### src/rtl/xg_pkg.sv
package xg_pkg;
    typedef enum logic {WIN_OPEN = 1'b0, WIN_ARMED = 1'b1} lock_state_t;
    typedef enum logic {LED_DARK = 1'b0, LED_LIT = 1'b1} led_state_t;
    localparam logic [31:0] ILLEGAL_WORD = 32'h0000_0000;
    localparam int REG_FIRST = 0;
    localparam int REG_LAST  = 1;
    localparam int REG_CTRL  = 2;
endpackage

### src/rtl/xg_window_regs.sv
module xg_window_regs
    import xg_pkg::*;
#(
    parameter int ADDR_W = 32,
    parameter int CFG_AW = 2
) (
    input  logic              clk,
    input  logic              rst_n,
    input  logic              cfg_we,
    input  logic [CFG_AW-1:0] cfg_addr,
    input  logic [ADDR_W-1:0] cfg_wdata,
    output logic [ADDR_W-1:0] win_first,
    output logic [ADDR_W-1:0] win_last,
    output logic              win_armed
);
    localparam logic [CFG_AW-1:0] A_FIRST = CFG_AW'(REG_FIRST);
    localparam logic [CFG_AW-1:0] A_LAST  = CFG_AW'(REG_LAST);
    localparam logic [CFG_AW-1:0] A_CTRL  = CFG_AW'(REG_CTRL);

    lock_state_t state_q, state_d;
    logic        wr_first, wr_last, wr_ctrl;

    always_comb begin
        wr_first = cfg_we && (cfg_addr == A_FIRST);
        wr_last  = cfg_we && (cfg_addr == A_LAST);
        wr_ctrl  = cfg_we && (cfg_addr == A_CTRL);
    end

    always_comb begin
        state_d = state_q;
        unique case (state_q)
            WIN_OPEN:  if (wr_ctrl) state_d = WIN_ARMED;
            WIN_ARMED: state_d = WIN_ARMED;
        endcase
    end

    always_ff @(posedge clk) begin
        if (!rst_n) state_q <= WIN_OPEN;
        else        state_q <= state_d;
    end

    always_ff @(posedge clk) begin
        if (!rst_n) begin
            win_first <= '0;
            win_last  <= '0;
        end else if (state_q == WIN_OPEN) begin
            if (wr_first) win_first <= cfg_wdata;
            if (wr_last)  win_last  <= cfg_wdata;
        end
    end

    always_comb win_armed = (state_q == WIN_ARMED);

    // no way back from armed
    a_r5_armed_sticks: assert property (@(posedge clk) disable iff (!rst_n)
        win_armed |=> win_armed);
    // bounds frozen once armed
    a_r6_bounds_frozen: assert property (@(posedge clk) disable iff (!rst_n)
        win_armed |=> ($stable(win_first) && $stable(win_last)));
    // control write arms next cycle
    a_r4_ctrl_arms: assert property (@(posedge clk) disable iff (!rst_n)
        wr_ctrl |=> win_armed);
endmodule

### src/rtl/xg_range_check.sv
module xg_range_check #(
    parameter int ADDR_W = 32
) (
    input  logic              en,
    input  logic [ADDR_W-1:0] lo,
    input  logic [ADDR_W-1:0] hi,
    input  logic [ADDR_W-1:0] addr,
    output logic              hit
);
    always_comb hit = en && (addr >= lo) && (addr <= hi);
endmodule

### src/rtl/xg_led_flasher.sv
module xg_led_flasher
    import xg_pkg::*;
#(
    parameter int LED_DIV_LOG2 = 4
) (
    input  logic clk,
    input  logic rst_n,
    input  logic trap,
    output logic led
);
    localparam logic [LED_DIV_LOG2-1:0] CNT_TOP = '1;

    led_state_t               state_q, state_d;
    logic [LED_DIV_LOG2-1:0]  cnt_q;
    logic                     wrap;

    always_comb wrap = (cnt_q == CNT_TOP);

    always_comb begin
        state_d = state_q;
        if (!trap) begin
            state_d = LED_DARK;
        end else begin
            unique case (state_q)
                LED_DARK: if (wrap) state_d = LED_LIT;
                LED_LIT:  if (wrap) state_d = LED_DARK;
            endcase
        end
    end

    always_ff @(posedge clk) begin
        if (!rst_n) begin
            state_q <= LED_DARK;
            cnt_q   <= '0;
        end else begin
            state_q <= state_d;
            cnt_q   <= trap ? cnt_q + 1'b1 : '0;
        end
    end

    always_comb led = (state_q == LED_LIT);

    // dark whenever trap was low at the last edge
    a_r8_dark_untrapped: assert property (@(posedge clk) disable iff (!rst_n)
        !trap |=> !led);
    // LED lights only under trap
    a_r8_lit_needs_trap: assert property (@(posedge clk) disable iff (!rst_n)
        $rose(led) |-> $past(trap));
endmodule

### src/rtl/xguard_top.sv
module xguard_top
    import xg_pkg::*;
#(
    parameter int              ADDR_W       = 32,
    parameter int              CFG_AW       = 2,
    parameter logic [31:0]     FW_BASE      = 32'hD000_0000,
    parameter logic [31:0]     FW_BYTES     = 32'h0000_0800,
    parameter int              LED_DIV_LOG2 = 4
) (
    input  logic              clk,
    input  logic              rst_n,
    input  logic              cfg_we,
    input  logic [CFG_AW-1:0] cfg_addr,
    input  logic [ADDR_W-1:0] cfg_wdata,
    input  logic              fetch_valid,
    input  logic [ADDR_W-1:0] mem_addr,
    input  logic [ADDR_W-1:0] mem_rdata,
    output logic [ADDR_W-1:0] cpu_rdata,
    input  logic              cpu_trap,
    output logic              led_red
);
    localparam logic [ADDR_W-1:0] FW_LO = ADDR_W'(FW_BASE);
    localparam logic [ADDR_W-1:0] FW_HI = ADDR_W'(FW_BASE + FW_BYTES - 32'd1);

    logic [ADDR_W-1:0] win_first, win_last;
    logic              win_armed, fw_hit, win_hit, block;

    xg_window_regs #(.ADDR_W(ADDR_W), .CFG_AW(CFG_AW)) u_regs (
        .clk(clk), .rst_n(rst_n), .cfg_we(cfg_we), .cfg_addr(cfg_addr),
        .cfg_wdata(cfg_wdata), .win_first(win_first), .win_last(win_last),
        .win_armed(win_armed)
    );

    xg_range_check #(.ADDR_W(ADDR_W)) u_fw_chk (
        .en(1'b1), .lo(FW_LO), .hi(FW_HI), .addr(mem_addr), .hit(fw_hit)
    );

    xg_range_check #(.ADDR_W(ADDR_W)) u_win_chk (
        .en(win_armed), .lo(win_first), .hi(win_last), .addr(mem_addr),
        .hit(win_hit)
    );

    always_comb begin
        block     = fetch_valid && (fw_hit || win_hit);
        cpu_rdata = block ? ADDR_W'(ILLEGAL_WORD) : mem_rdata;
    end

    xg_led_flasher #(.LED_DIV_LOG2(LED_DIV_LOG2)) u_led (
        .clk(clk), .rst_n(rst_n), .trap(cpu_trap), .led(led_red)
    );

    // data reads pass through
    a_r2_data_passes: assert property (@(posedge clk) disable iff (!rst_n)
        !fetch_valid |-> (cpu_rdata == mem_rdata));
    // firmware RAM fetch yields illegal word
    a_r1_fw_blocked: assert property (@(posedge clk) disable iff (!rst_n)
        (fetch_valid && mem_addr >= FW_LO && mem_addr <= FW_HI)
            |-> (cpu_rdata == ADDR_W'(ILLEGAL_WORD)));
    // disarmed straight after reset
    a_r9_reset_open: assert property (@(posedge clk)
        $rose(rst_n) |-> !win_armed);
endmodule

### config.mk
export PLATFORM = sky130hd
export DESIGN_NAME = xguard_top
export DESIGN_NICKNAME = d
export VERILOG_FILES = /design/src/rtl/xg_pkg.sv /design/src/rtl/xg_window_regs.sv /design/src/rtl/xg_range_check.sv /design/src/rtl/xg_led_flasher.sv /design/src/rtl/xguard_top.sv
export SDC_FILE = /design/constraint.sdc
export NUM_CORES = 1
export LEC_CHECK = 0
export BUFFER_PORTS_ARGS = -buffer_cell sky130_fd_sc_hd__buf_2
export CAP_MARGIN = 10
export CORE_ASPECT_RATIO = 0.6
export CORE_MARGIN = 5
export CORE_UTILIZATION = 60
export CTS_CLUSTER_DIAMETER = 200
export DETAILED_ROUTE_END_ITERATION = 16
export PLACE_DENSITY = 0.91
export SLEW_MARGIN = 20
export SYNTH_ARGS = -nofsm -noshare
export SYNTH_HDL_FRONTEND = slang
export SYNTH_HIERARCHICAL = 1
export SYNTH_SLANG_ARGS = --single-unit
### constraint.sdc
create_clock -name clk -period 3.6 [get_ports clk]
set_input_delay 0.36 -clock clk [delete_from_list [all_inputs] [get_ports clk]]
set_output_delay 0.36 -clock clk [all_outputs]
set_load 0.05 [all_outputs]
# ---- After elaboration in Yosys (flattened, before gate mapping)
# Index checks and enable logic that the tools add are counted.
dict set report word_totals {
  ff_bits 70
  inputBits 103
}
dict set report classes {
  n_addsub 1
  order_cmp 4
  n_eq_ne 3
  muxes 6
  bitwise_logic 2
  reduce_logical 12
}
# cell count
set ops {}
lappend ops {{$ge A32 B32 Y1} 1}
lappend ops {{$ge A32 B32 Y1 const B} 1}
lappend ops {{$le A32 B32 Y1} 1}
lappend ops {{$le A32 B32 Y1 const B} 1}
lappend ops {{$mux W32} 1}
lappend ops {{$logic_and A1 B1 Y1} 7}
lappend ops {{$reduce_and A2 Y1} 3}
lappend ops {{$add A4 B1 Y4 const B} 1}
lappend ops {{$eq A4 B4 Y1 const B} 1}
lappend ops {{$pmux W1 S2} 2}
lappend ops {{$mux W1} 3}
lappend ops {{$eq A2 B1 Y1 const B} 1}
lappend ops {{$eq A2 B2 Y1 const B} 1}
lappend ops {{$logic_not A2 Y1} 1}
lappend ops {{$not A1 Y1} 2}
lappend ops {{$logic_or A1 B1 Y1} 1}

# ---- Depth between registers and ports, before layout
dict set report depth {
  word_depth 6
  depth_mapped 11
  mapped_depth_nobuf 10
}

# ---- Modules after synthesis
# The synthesis kept the hierarchy.
# module instances cells_each area_per_inst_um2
set modules_own_cells {}
lappend modules_own_cells {xg_range_check 2 223 1604.0}
lappend modules_own_cells {xg_window_regs 1 247 2462.4}
lappend modules_own_cells {xguard_top 1 38 257.7}
lappend modules_own_cells {xg_led_flasher 1 19 193.9}

# ---- Worst setup path before layout
# OpenSTA, ideal clock, no wires.
dict set report synth_timing {
  path_type {input to output}
  startpoint {in mem_addr[25]}
  endpoint {out cpu_rdata[10]}
  t_arrival_ns 2.450
  required_time_ns 3.240
  path_slack_ns 0.790
  cell_stages 10
  n_path_buf 1
  path_cell_list {ha_1 a21o_1 a221o_1 a221oi_1 o21ai_0 a21oi_1 a311oi_1 o21ai_4 buf_6 and2_1}
}
dict set report synth_via {
  elab_chain_cells 6
}
# item line
set synth_lines {}
lappend synth_lines {{start: declaration} xguard_top.sv:16} ;# input logic [ADDR_W-1:0] mem_addr,
lappend synth_lines {{$ge A32 B32 Y1} xg_range_check.sv:10} ;# always_comb hit = en && (addr >= lo) && (addr <= hi);
lappend synth_lines {{$logic_and A1 B1 Y1} xg_range_check.sv:10}
lappend synth_lines {{$logic_and A1 B1 Y1 *} xg_range_check.sv:10}
lappend synth_lines {{named net win_hit} xguard_top.sv:26} ;# logic win_armed, fw_hit, win_hit, block;
lappend synth_lines {{$logic_or A1 B1 Y1 *} xguard_top.sv:44} ;# block = fetch_valid && (fw_hit || win_hit);
lappend synth_lines {{$logic_and A1 B1 Y1 *} xguard_top.sv:44}
lappend synth_lines {{$mux W32 *} xguard_top.sv:45} ;# cpu_rdata = block ? ADDR_W'(ILLEGAL_WORD) : mem_rdata;
lappend synth_lines {{end: declaration} xguard_top.sv:18} ;# output logic [ADDR_W-1:0] cpu_rdata,
# The timed path passes the listed nets; every way through them passes the cells marked *.

# ---- Worst setup path after layout
dict set report layout_timing {
  startpoint {reg u_regs.win_first[27]}
  endpoint {out cpu_rdata[10]}
}
dict set report layout_via {
  elab_chain_cells 6
}
# item line
set layout_lines {}
lappend layout_lines {{start: declaration} xg_window_regs.sv:12} ;# output logic [ADDR_W-1:0] win_first,
lappend layout_lines {{start signal: assignment} xg_window_regs.sv:47} ;# if (wr_first) win_first <= cfg_wdata;
lappend layout_lines {{$ge A32 B32 Y1} xg_range_check.sv:10}
lappend layout_lines {{$logic_and A1 B1 Y1 (2 in a row)} xg_range_check.sv:10}
lappend layout_lines {{named net win_hit} xguard_top.sv:26}
lappend layout_lines {{$logic_or A1 B1 Y1} xguard_top.sv:44}
lappend layout_lines {{$logic_and A1 B1 Y1} xguard_top.sv:44}
lappend layout_lines {{$mux W32} xguard_top.sv:45}
# The timed path passes the listed nets, and every way through them passes these cells.

==> out/qor.yml <==
final_layout:
  layout-drive-gt1-share_pct: 17.39
  design_area_um2: 7513
  fin_nets: 1176
  area_delta_synth_final_pct: 22.73
  layoutNonFillerInstCount: 1085
  fin_util_pct: 75.78
floorplan:
  start_util_pct: 61.75
  rows: 28
  core-area_um2: 9915
  die_y_um: 88.25
  fp.dieW_um: 140.4
  io_pins: 136
  dieArea_um2: 12390
power_and_ir_drop:
  leakage_nw: 3.700
  ir_drop_mv: 0.2633
  totalPowerFinal_mw: 2.454
  powerDensity_nw_per_um2: 326.6
timing:
  worst_slack_ns: 0.1364
  hold_ws_ns: 0.2906
  timing.final.crit_share_pct: 96.21
  max_freq_ghz: 0.2887
  maxSlewViolCount: 0
  setup_viol: 0
  hold_violations: 0
  setup_tns_ns: 0
  tightest_slew_ns: 0.6687
  skew_ns: 0.004550
  fin_crit_ns: 3.464
  max_slew_margin_pct: 55.39
route:
  wl_mm: 15.92
  drc_errors: 0
  final_antenna_net_count: 0
  detail_route.wl_per_cell_um: 14.67
  drt_iter0_markers: 306
  vias: 5616
  routed_via_density: 5.176
  firstDrtPassIters: 5
synthesis:
  ys_seq_elements: 70
  netlist_instances: 750
  post-synth-top-count-cell: "ha_1"
  post-synth-top-area-cell: "ha_1"
  synthDominantCellAreaShare_pct: 26.36
  synth_commonest_cells: "ha_1, inv_1, nand2_1"
  async_reset_ff_share_pct: 0
  syn_avg_cell_area_um2: 8.163
  synth_area_um2: 6122
  synth_edf_count: 0
  synthFlopType: "dfxtp_1"
  synth_cell_types: 44
  seq_area_frac_synth_pct: 22.89
  ys_warn_count: 6
  synth.area.top_cells: "ha_1, dfxtp_1, mux2i_1"
global_routing:
  grt_pass1_wl_mm: 25.96
  grt-ovfl-total: 0
  antenna_found_initial: 1
  grt_pass1_vias: 5673
  grt_start_max_net_pins: 59
  grt.total_usage_pct: 25.88
place:
  place_inst: 1068
  pre_cts_slack_ns: 0.4027
  place_congestion: 0.9150
  dp_hpwl_mm: 12.43
  dpl-instance-area_um2: 7107
  portBuffers: 135
critical_path:
  critPathArrivalTime_ns: 3.10
  worstPathRequired_ns: 3.24
  crit_type: "flop to output pin"
  endpoint_kind: "output pin"
  startpoint_type: "flop"
  crit_fanout: 32
clocking:
  holdBufCountCts: 0
  cts_max_level: 3
  clk_path_buf_depth: 2
  numCtsBuffers: 9
  path_clk_slew_ns: 0.06
  cts.sinks: 70
  clkLatencyLatePin_ns: 0.34
  root_buffer: "clkbuf_16"
  cts_tree: "yes"
outcome:
  status: "finished clean"
hold_path:
  worst_hold_path_type: "input port to flop"
run:
  drv_cap: 0
==> state kept, by name (all words and copies together) (netlist names) <==
register,cells
u_regs/win_first,32
u_led/cnt_q,4
u_led/led,1
u_regs/win_armed,1
u_regs/win_last,32
==> worst max-delay path, stage by stage (launching register included) <==
cell and delay (ns):
dfxtp_1 0.33, inv_1 0.07, ha_1 0.32, and2_0 0.19, a221o_1 0.30, a221oi_1 0.31, o21ai_0 0.19, a21oi_1 0.15
a311oi_1 0.09, o21ai_4 0.18, buf_6 0.21, and2_1 0.16, buf_2 0.26
==> report_power, final <==
| part | total, mW | internal (mW) | switching [mW] | leakage (nW) |
|---|---|---|---|---|
| sequential | 0.817 | 0.801 | 0.0153 | 0.569 |
| combinational | 0.647 | 0.255 | 0.392 | 2.97 |
| clock | 0.990 | 0.617 | 0.372 | 0.159 |
| total | 2.45 | 1.67 | 0.780 | 3.70 |
==> final timing paths <==
| path | from | endpoint | slack (ns) | depth (start not counted) |
|---|---|---|---|---|
| max | u_regs/win_first[27] | cpu_rdata[10] | 0.14 | 12 |
| min | cfg_wdata[26] | u_regs/win_last[26] | 0.29 | 3 |
| max reg2reg | u_regs/win_armed | u_regs/win_last[13] | 1.69 | 3 |
| min reg2reg | u_led/cnt_q[0] | u_led/cnt_q[0] | 0.45 | 1 |
==> layout by cell type (no fill, tap or decap), types with 3 or more instances in the layout <==
cell type,instances
ha_1,129
inv_1,128
nand2_1,119
buf_2,107
dfxtp_1,70
conb_1,66
mux2i_1,66
a21oi_1,38
and2_1,32
clkbuf_4,28
nand3_1,22
o21ai_0,16
nand4_1,14
a21o_1,14
nor2_1,12
clkbuf_16,9
and4_1,6
buf_4,4
nor4_1,4
nor2b_1,4
a2111o_1,4
a211oi_1,4
a31oi_1,4
nand2b_1,4
a221oi_1,4
and3_1,3
==> cell type report <==
class / count / area, um2
multi-input combinational: 595 / 4343
fill: 728 / 2401
sequential: 70 / 1401
timing repair buffer: 140 / 787.0
inverter: 128 / 480.5
clock buffer: 9 / 225.2
tap: 135 / 168.9
clock inverter: 7 / 105.1
antenna: 1 / 2.502
==> cells by family (layout without fill, tap and decap cells) <==
family,Yosys count,after routing,synth area share [%]
compound gates,102,102,11.06
xor+xnor,1,1,0.1431
fa+ha+maj,129,129,26.36
buf+inv,149,284,10.18
flops,70,70,22.89
mux,66,66,10.79
other cells,2,67,0.1227
simple gates,231,231,18.45
==> per-layer routing <==
layer	vias to the layer above	track usage, %	part of all wire (%)
met5	-	0	0
met4	0	7.300	2.0
met3	27	6.048	7.3
met2	196	44.14	44
met1	2527	33.33	46
li1	2866	-	-
==> timing repair <==
| item | 4_1_cts | 5_1_grt |
|---|---|---|
| buffers inserted | 0 | 0 |
| resized for setup | 0 | 29 |
| setup endpoints to repair | 0 | 32 |
Power figures use the tool's default switching activity.
